<file path="src/rtl/pal_pkg.sv">
package pal_pkg;

    localparam int WORD_W  = 32;
    localparam int HALF_W  = 16;
    localparam int COL_W   = 12;
    localparam int FMT_LSB = 12;
    localparam int FMT_W   = 3;
    localparam int WCNT_W  = 8;

    localparam logic [FMT_W-1:0] FMT_1BPP = 3'd0;
    localparam logic [FMT_W-1:0] FMT_2BPP = 3'd1;
    localparam logic [FMT_W-1:0] FMT_4BPP = 3'd2;
    localparam logic [FMT_W-1:0] FMT_8BPP = 3'd3;
    localparam logic [FMT_W-1:0] FMT_HI   = 3'd4;

    localparam int BYTES_LOW  = 256;
    localparam int BYTES_8BPP = 512;
    localparam int BYTES_HI   = 32;

    typedef enum logic [1:0] {
        ST_IDLE  = 2'd0,
        ST_HEAD  = 2'd1,
        ST_BODY  = 2'd2,
        ST_DRAIN = 2'd3
    } pal_state_t;

    function automatic logic [WCNT_W-1:0] words_for_fmt(input logic [FMT_W-1:0] code);
        int bytes;
        if (code == FMT_1BPP || code == FMT_2BPP || code == FMT_4BPP)
            bytes = BYTES_LOW;
        else if (code == FMT_8BPP)
            bytes = BYTES_8BPP;
        else
            bytes = BYTES_HI;
        return WCNT_W'(bytes / 4 + 1);
    endfunction

endpackage

</file>
<file path="src/rtl/pal_ctrl.sv">
module pal_ctrl
    import pal_pkg::*;
(
    input  logic                clk,
    input  logic                rst_n,
    input  logic                arm_i,
    input  logic                valid_i,
    input  logic [FMT_W-1:0]    code_i,
    output logic                ready_o,
    output logic                wr_en_o,
    output logic [WCNT_W-1:0]   word_idx_o,
    output logic [FMT_W-1:0]    fmt_o,
    output logic                loaded_o
);

    pal_state_t         state_q, state_d;
    logic [WCNT_W-1:0]  cnt_q;
    logic [WCNT_W-1:0]  target_q;
    logic               accept;
    logic               last_word;

    assign ready_o    = (state_q != ST_IDLE);
    assign accept     = valid_i && ready_o && !arm_i;
    assign last_word  = ({1'b0, cnt_q} + 1'b1) == {1'b0, target_q};
    assign wr_en_o    = accept && (state_q == ST_HEAD || state_q == ST_BODY);
    assign word_idx_o = (state_q == ST_HEAD) ? '0 : cnt_q;

    always_comb begin
        state_d = state_q;
        unique case (state_q)
            ST_IDLE: begin
                if (arm_i) state_d = ST_HEAD;
            end
            ST_HEAD: begin
                if (arm_i)       state_d = ST_HEAD;
                else if (accept) state_d = ST_BODY;
            end
            ST_BODY: begin
                if (arm_i)                    state_d = ST_HEAD;
                else if (accept && last_word) state_d = ST_DRAIN;
            end
            ST_DRAIN: begin
                if (arm_i) state_d = ST_HEAD;
            end
        endcase
    end

    always_ff @(posedge clk or negedge rst_n) begin
        if (!rst_n) state_q <= ST_IDLE;
        else        state_q <= state_d;
    end

    always_ff @(posedge clk or negedge rst_n) begin
        if (!rst_n) begin
            cnt_q    <= '0;
            target_q <= '0;
            fmt_o    <= '0;
            loaded_o <= 1'b0;
        end else begin
            loaded_o <= 1'b0;
            unique case (state_q)
                ST_IDLE, ST_DRAIN: begin
                    cnt_q <= '0;
                end
                ST_HEAD: begin
                    if (accept) begin
                        cnt_q    <= WCNT_W'(1);
                        target_q <= words_for_fmt(code_i);
                        fmt_o    <= code_i;
                    end
                end
                ST_BODY: begin
                    if (arm_i) begin
                        cnt_q <= '0;
                    end else if (accept) begin
                        cnt_q    <= cnt_q + 1'b1;
                        loaded_o <= last_word;
                    end
                end
            endcase
        end
    end

endmodule

</file>
<file path="src/rtl/pal_unpack.sv">
module pal_unpack
    import pal_pkg::*;
#(
    parameter int IDX_W = 8
) (
    input  logic                         wr_en_i,
    input  logic [WCNT_W-1:0]            word_idx_i,
    input  logic [WORD_W-1:0]            word_i,
    output logic [1:0]                   we_o,
    output logic [1:0][IDX_W-1:0]        idx_o,
    output logic [1:0][COL_W-1:0]        col_o
);

    localparam int DEPTH = 1 << IDX_W;
    localparam int ENT_W = (IDX_W > WCNT_W + 1) ? IDX_W : WCNT_W + 1;
    localparam int LANES = WORD_W / HALF_W;

    for (genvar h = 0; h < LANES; h++) begin : g_lane
        logic [ENT_W-1:0] ent;
        assign ent      = ENT_W'({word_idx_i, 1'b0}) + ENT_W'(h);
        assign we_o[h]  = wr_en_i && (int'(ent) < DEPTH);
        assign idx_o[h] = ent[IDX_W-1:0];
        assign col_o[h] = word_i[h*HALF_W +: COL_W];
    end

endmodule

</file>
<file path="src/rtl/pal_table.sv">
module pal_table
    import pal_pkg::*;
#(
    parameter int IDX_W = 8
) (
    input  logic                   clk,
    input  logic [1:0]             we_i,
    input  logic [1:0][IDX_W-1:0]  idx_i,
    input  logic [1:0][COL_W-1:0]  col_i,
    input  logic [IDX_W-1:0]       rd_idx_i,
    output logic [COL_W-1:0]       rd_col_o
);

    localparam int DEPTH = 1 << IDX_W;

    logic [COL_W-1:0] mem [DEPTH];

    always_ff @(posedge clk) begin
        for (int p = 0; p < 2; p++) begin
            if (we_i[p]) mem[idx_i[p]] <= col_i[p];
        end
        rd_col_o <= mem[rd_idx_i];
    end

endmodule

</file>
<file path="src/rtl/pal_stream_loader.sv">
module pal_stream_loader
    import pal_pkg::*;
#(
    parameter int IDX_W = 8
) (
    input  logic                 clk,
    input  logic                 rst_n,
    input  logic                 arm_i,
    input  logic                 s_valid,
    input  logic [WORD_W-1:0]    s_data,
    output logic                 s_ready,
    output logic                 loaded_o,
    output logic [FMT_W-1:0]     fmt_o,
    input  logic [IDX_W-1:0]     rd_idx_i,
    output logic [COL_W-1:0]     rd_color_o
);

    logic                       wr_en;
    logic [WCNT_W-1:0]          word_idx;
    logic [1:0]                 lane_we;
    logic [1:0][IDX_W-1:0]      lane_idx;
    logic [1:0][COL_W-1:0]      lane_col;

    pal_ctrl u_ctrl (
        .clk        (clk),
        .rst_n      (rst_n),
        .arm_i      (arm_i),
        .valid_i    (s_valid),
        .code_i     (s_data[FMT_LSB +: FMT_W]),
        .ready_o    (s_ready),
        .wr_en_o    (wr_en),
        .word_idx_o (word_idx),
        .fmt_o      (fmt_o),
        .loaded_o   (loaded_o)
    );

    pal_unpack #(.IDX_W(IDX_W)) u_unpack (
        .wr_en_i    (wr_en),
        .word_idx_i (word_idx),
        .word_i     (s_data),
        .we_o       (lane_we),
        .idx_o      (lane_idx),
        .col_o      (lane_col)
    );

    pal_table #(.IDX_W(IDX_W)) u_table (
        .clk      (clk),
        .we_i     (lane_we),
        .idx_i    (lane_idx),
        .col_i    (lane_col),
        .rd_idx_i (rd_idx_i),
        .rd_col_o (rd_color_o)
    );

endmodule

</file>
<file path="config.mk">
export PLATFORM = sky130hd
export DESIGN_NAME = pal_stream_loader
export DESIGN_NICKNAME = d
export VERILOG_FILES = /design/src/rtl/pal_pkg.sv /design/src/rtl/pal_ctrl.sv /design/src/rtl/pal_unpack.sv /design/src/rtl/pal_table.sv /design/src/rtl/pal_stream_loader.sv
export SDC_FILE = /design/constraint.sdc
export NUM_CORES = 2
export LEC_CHECK = 0
export BUFFER_PORTS_ARGS = -buffer_cell sky130_fd_sc_hd__clkbuf_2
export CELL_PAD_IN_SITES_DETAIL_PLACEMENT = 0
export CELL_PAD_IN_SITES_GLOBAL_PLACEMENT = 2
export CORE_UTILIZATION = 45
export CTS_BUF_LIST = sky130_fd_sc_hd__clkbuf_2
export DETAILED_ROUTE_END_ITERATION = 6
export PLACE_DENSITY = 0.71
export REMOVE_ABC_BUFFERS = 1
export SLEW_MARGIN = 5
export SYNTH_ARGS = -nofsm -noshare
export SYNTH_HDL_FRONTEND = slang
export SYNTH_HIERARCHICAL = 1
export SYNTH_SLANG_ARGS = --single-unit
</file>
<file path="constraint.sdc">
create_clock -name clk -period 7.42 [get_ports clk]
set_input_delay 1.113 -clock clk [delete_from_list [all_inputs] [get_ports clk]]
set_output_delay 1.113 -clock clk [all_outputs]
set_load 0.02 [all_outputs]
</file>
# == Word level (Yosys, flattened, before mapping) ==
# Memory sizes are Yosys's and may differ from the RTL's. A register that Yosys moved wholly into a read port is not among the register bits.
# Cells that the tools add are included.
# W data, S select, Z words.
# word_totals
mem_count,1
in_bits,44
ff_bits,22
mem_bits_rw,3072
# classes
bitwise,1
n_reduce_logical,18
eq_ne,12
mux,22
order_cmp,2
add_sub_neg,5
# memory_table
name,depth,width,read_ports,rd_clocked_by_memory_dff,write_ports,line_no,text
u_table.mem,256,12,1,1,2,pal_table.sv:16,logic [COL_W-1:0] mem [DEPTH];
# op_table
op,count
$mux W32,3
$mux W8,4
$pmux W8 S3,1
$lt A9 B9 Y1 const B,2
$mux W10,1
$mux W2,5
$add A8 B1 Y9 const B,1
$add A9 B1 Y9 const B,1
$eq A9 B8 Y1,1
$add A8 B1 Y8,1
$add A8 B1 Y8 const B,1
$add A8 B2 Y8 const B,1
$mux W1,7
$eq A3 B2 Y1 const B,2
$logic_and A1 B1 Y1,6
$ne A3 B2 Y1 const B,2
$pmux W2 S3,1
$eq A2 B2 Y1 const B,2
$ne A2 B1 Y1 const B,2
$reduce_and A2 Y1,2
$reduce_or A2 Y1,2
$eq A3 B1 Y1 const B,1
$logic_not A3 Y1,1
$logic_or A1 B1 Y1,3
7 further kinds,7

# == Longest topological paths before layout ==
# depth
ltp_word,10
depth_mapped,14
ltp_nobuf,10

# == By module ==
# Netlist, hierarchy kept.
# modules_own_cells
module,seq_area_each_um2,instances,cells_per_inst,area_each_um2
pal_table,92488.7,1,9865,158783.5
pal_ctrl,450.4,1,123,1076.0
pal_unpack,0.0,1,44,329.1

# == Least setup slack after synthesis ==
# OpenSTA, ideal clock, no wires.
# synth_path
path_kind,in2reg
start,in s_valid
end,mem u_table.mem[35][0] (enable)
setup_ns,0.386
setup_slack_ns,3.685
t_arrival_ns,3.350
cell_stages,10
t_required_ns,7.034
n_path_buf,4
cell_sequence,nand2b_1 > nor2_1 > and2_1 > nor2b_4 > buf_4 > clkbuf_1 > nand4_1 > clkbuf_1 > buf_1 > o22ai_1
# synth_lines
item,line_no,text
"start, declared",pal_stream_loader.sv:9,"input logic s_valid,"
"end, declared",pal_table.sv:16,

==> Flow_metrics.wiki <==
{| class="wikitable"
! Metric !! Value
|-
| Number of global-route vias before repair || 99.4k
|-
| Avg WL per Cell || 36.1 um
|-
| Final setup fails || 0
|-
| Number of inserted filler cells in the final layout || 30.5k
|-
| Reg2Reg Launch Point || u_ctrl/state_q[0]$_DFFE_PN0P_
|-
| Routed Wire Length || 560 mm
|-
| Number of nets with antenna violations after detailed routing || 0
|-
| Post-synth top area share || 57.6%
|-
| Internal power || 25.5 mW
|-
| Combinational share of power || 10.4%
|-
| Worst IR drop on VDD || 0.000150 V
|-
| Max Freq || 180 MHz
|-
| PnR worst setup slack || 1.88 ns
|-
| Count of flip-flops with a built-in enable after synthesis || 3072
|-
| Actual transition at the worst max-transition pin || 4.94 ns
|-
| Post-detailed-route DRC marker count || 0
|-
| Gr ovfl total || 0
|-
| Number of I/O pins || 61
|-
| Full die area || 358000 um2
|-
| Tot Pwr || 35.2 mW
|-
| Worst Skew || 0.177 ns
|-
| Seq/Total Area, Yosys || 58.0%
|-
| Share of post-route cells with drive strength above 1 || 53.2%
|-
| Row count || 218
|-
| Clock net sink count || 3102
|-
| Final hold violations || 0
|-
| Endpoint of the worst setup timing path || u_table/mem[125][10]$_DFFE_PP_
|-
| Initial core utilization || 45.3%
|-
| Failing checks || slew limit
|-
| CTS Root Cell || clkbuf_2
|-
| Post-synthesis async set-or-reset flop share || 0.580%
|-
| Number of vias after detailed routing || 99.2k
|-
| Layout-stage area growth over the synthesis result || 8.37%
|-
| Antenna violations before repair || 47
|-
| Number of H-tree levels || 6
|-
| Final cycle utilization of the critical path || 74.7%
|-
| Worst hold slack || 0.246 ns
|-
| Detail-routed via count per cell || 6.38
|-
| Area of the mapped netlist || 160000 um2
|-
| Skew-Pair Late Insertion Delay || 2.37 ns
|-
| Global-route wire length before repair || 773 mm
|-
| Clock buffer count from CTS || 824
|-
| Pin count of the biggest net entering global routing || 169
|-
| TritonCTS clock tree || done
|-
| End of the worst register-to-register path || u_table/mem[125][10]$_DFFE_PP_
|-
| Post-layout nets || 10.2k
|-
| Cell type with the largest total area after synthesis || edfxtp_1
|-
| Sw Ratio || 27.7%
|-
| Largest cells by area after synthesis || edfxtp_1 58%, mux2_2 22%, mux4_2 8.8%, clkbuf_1 2.0%, mux2i_1 1.2%
|-
| Proportion of power drawn by the clock network || 34.7%
|-
| Gp weighted congestion || 0.895
|-
| Worst EP arrival || 7.58 ns
|-
| Worst-case clock buffer depth || 4
|-
| Multi-input gate area in the final layout || 61200 um2
|-
| Setup TNS Final || 0 ns
|-
| Launching element type of the critical path || register
|-
| Setup slack of the most critical reg-to-reg path || 1.88 ns
|-
| Psw || 9.76 mW
|-
| Worst R2R Path Depth || 12
|-
| Port-buffer cells || 55
|-
| DP Wirelength || 325 mm
|-
| Worst path required time || 9.46 ns
|-
| Sequential cell area || 92900 um2
|-
| Number of storage elements in the synthesis netlist || 3102
|-
| Outcome || finished, violations left
|-
| Number of unique standard cell types used by synthesis || 76
|-
| Kind of path behind the tightest hold check || primary input to register
|-
| Pre-antenna DRT Iters || 7
|-
| Setup repair after global routing missed its margin || no
|-
| Iteration-0 DRC Markers || 11.6k
|-
| Most frequent cells in the layout || 3107 x mux2_2, 3072 x edfxtp_1, 1259 x clkbuf_2
|-
| Leakage Power || 56.9 nW
|-
| Clock transition at path regs || 0.11 ns
|-
| Time the worst path needs with I/O delays and setup || 5.54 ns
|-
| Yosys warning count || 6
|-
| Overall die width || 599 um
|-
| Core Area || 353000 um2
|-
| PwrDens || 203 nW/um2
|-
| Total Routing Usage GR || 30.7%
|-
| Worst slew margin || -231%
|-
| Most common cell after layout, fill and taps aside || mux2_2
|-
| Endpoint class of the critical path || register
|-
| Most common flop cell mapped by yosys || edfxtp_1
|-
| Max Transition Viols Final || 310
|-
| Maximum net fanout on the critical path || 18
|-
| Source of the critical timing path || u_ctrl/state_q[0]$_DFFE_PN0P_
|-
| Post-synthesis cell count || 10.0k
|-
| Setup Crit Path Kind || register to register
|-
| Register share of total power || 54.9%
|-
| Max Cap Viol || 0
|-
| Post-placement setup slack || 1.68 ns
|-
| Post-synthesis area per instance || 16.0 um2
|-
| Die boundary height || 599 um
|}
## per-stage QoR
stage          cells  cell area (um2)  util [%]
4_1_cts        15500           174000      49.1
2_1_floorplan   8659           154000         -
3_5_place_dp   14000           165000      46.8
3_3_place_gp   14000           165000      46.8
6_report       15500           174000      49.1
5_1_grt        15500           174000      49.1
## how the worst min path moves through the flow
stage | from | endpoint | slack, ns | cells past startpoint
floorplan | u_ctrl/target_q[0]$_DFFE_PN0P_ | u_ctrl/target_q[0]$_DFFE_PN0P_ | 0.46 | 1
global placement | u_ctrl/fmt_o[0]$_DFFE_PN0P_ | u_ctrl/fmt_o[0]$_DFFE_PN0P_ | 0.50 | 1
detailed placement | u_ctrl/fmt_o[2]$_DFFE_PN0P_ | u_ctrl/fmt_o[2]$_DFFE_PN0P_ | 0.48 | 2
CTS | s_data[18] | u_table/mem[193][2]$_DFFE_PP_ | 0.0004 | 3
global route | s_data[11] | u_table/mem[95][11]$_DFFE_PP_ | 0.19 | 3
finish | s_data[8] | u_table/mem[168][8]$_DFFE_PP_ | 0.25 | 3
## critical path, cell delays in order (launching register included)
cell and delay (ns):
dfrtp_1 0.40, inv_1 0.08, ha_1 0.24, nand2b_1 0.20
nor2_1 0.34, and2_1 0.18, nor2b_4 0.63, and3_1 0.40
nand2_4 0.40, buf_4 0.37, nor2_1 0.97, mux2_2 0.42
dlygate4sd3_1 0.56
## cell type report
class | instances | area share (%)
sequential | 3102 | 53.5
multi-input combinational | 5546 | 35.2
clock buffer | 1233 | 3.55
timing repair buffer | 698 | 3.53
tap | 4730 | 3.41
clock inverter | 195 | 0.659
antenna | 27 | 0.0389
inverter | 11 | 0.0245
## layer usage
| layer | wire length, um | part of all wire [%] | global-route usage (%) |
|---|---|---|---|
| met1 | 222000 | 40 | 40.8 |
| met2 | 265000 | 47 | 49.4 |
| met3 | 49100 | 8.8 | 6.06 |
| met4 | 24100 | 4.3 | 12.6 |
| met5 | 94 | 0.017 | 0 |
## logic make-up after synthesis
| group | count (synthesis) | synth area share (%) |
|---|---|---|
| XOR/XNOR | 5 | 0.0273 |
| flip-flops | 3102 | 58.0 |
| adder cells (fa/ha/maj) | 4 | 0.0312 |
| other | 2 | 0.00469 |
| buffers and inverters | 1384 | 3.98 |
| AND/OR/NAND/NOR | 643 | 1.86 |
| multiplexers | 3959 | 32.3 |
| AO/OA/AOI/OAI | 933 | 3.82 |
## power by group through the flow
stage                     Combinational [mW]  Clock [mW]  Sequential, mW
final                                   3.65        12.2            19.3
after global routing                    3.78        13.4            19.3
after CTS                               3.56        12.6            19.3
after detailed placement                3.47           0            19.7
after global placement                  3.40           0            19.7
after floorplan                         1.59           0            19.7
## state kept, by name (all words and copies together) (netlist names)
register	flops
u_ctrl/target_q	4
u_ctrl/fmt_o	3
u_table/rd_col_o	12
u_ctrl/state_q	2
u_ctrl/cnt_q	8
u_table/mem	3072
u_ctrl/loaded_o	1
## cell usage after synthesis (49+ instances only)
cell and instances:
edfxtp_1 3072, o22ai_1 216, clkbuf_1 844, o221ai_1 54
buf_4 84, nor2_1 219, buf_1 141, nand2_1 182
buf_2 246, o21ai_0 157, mux2i_1 198, nand3_1 49
a21oi_1 148, a22oi_1 228, mux4_2 628, mux2_2 3107
## timing repair
action	in CTS	in global routing
endpoints found under the setup margin	0	0
resized for setup	0	0
hold buffers	80	0
hold endpoints to repair	2638	0
setup buffers	0	0
(Power assumes the default switching activity.)
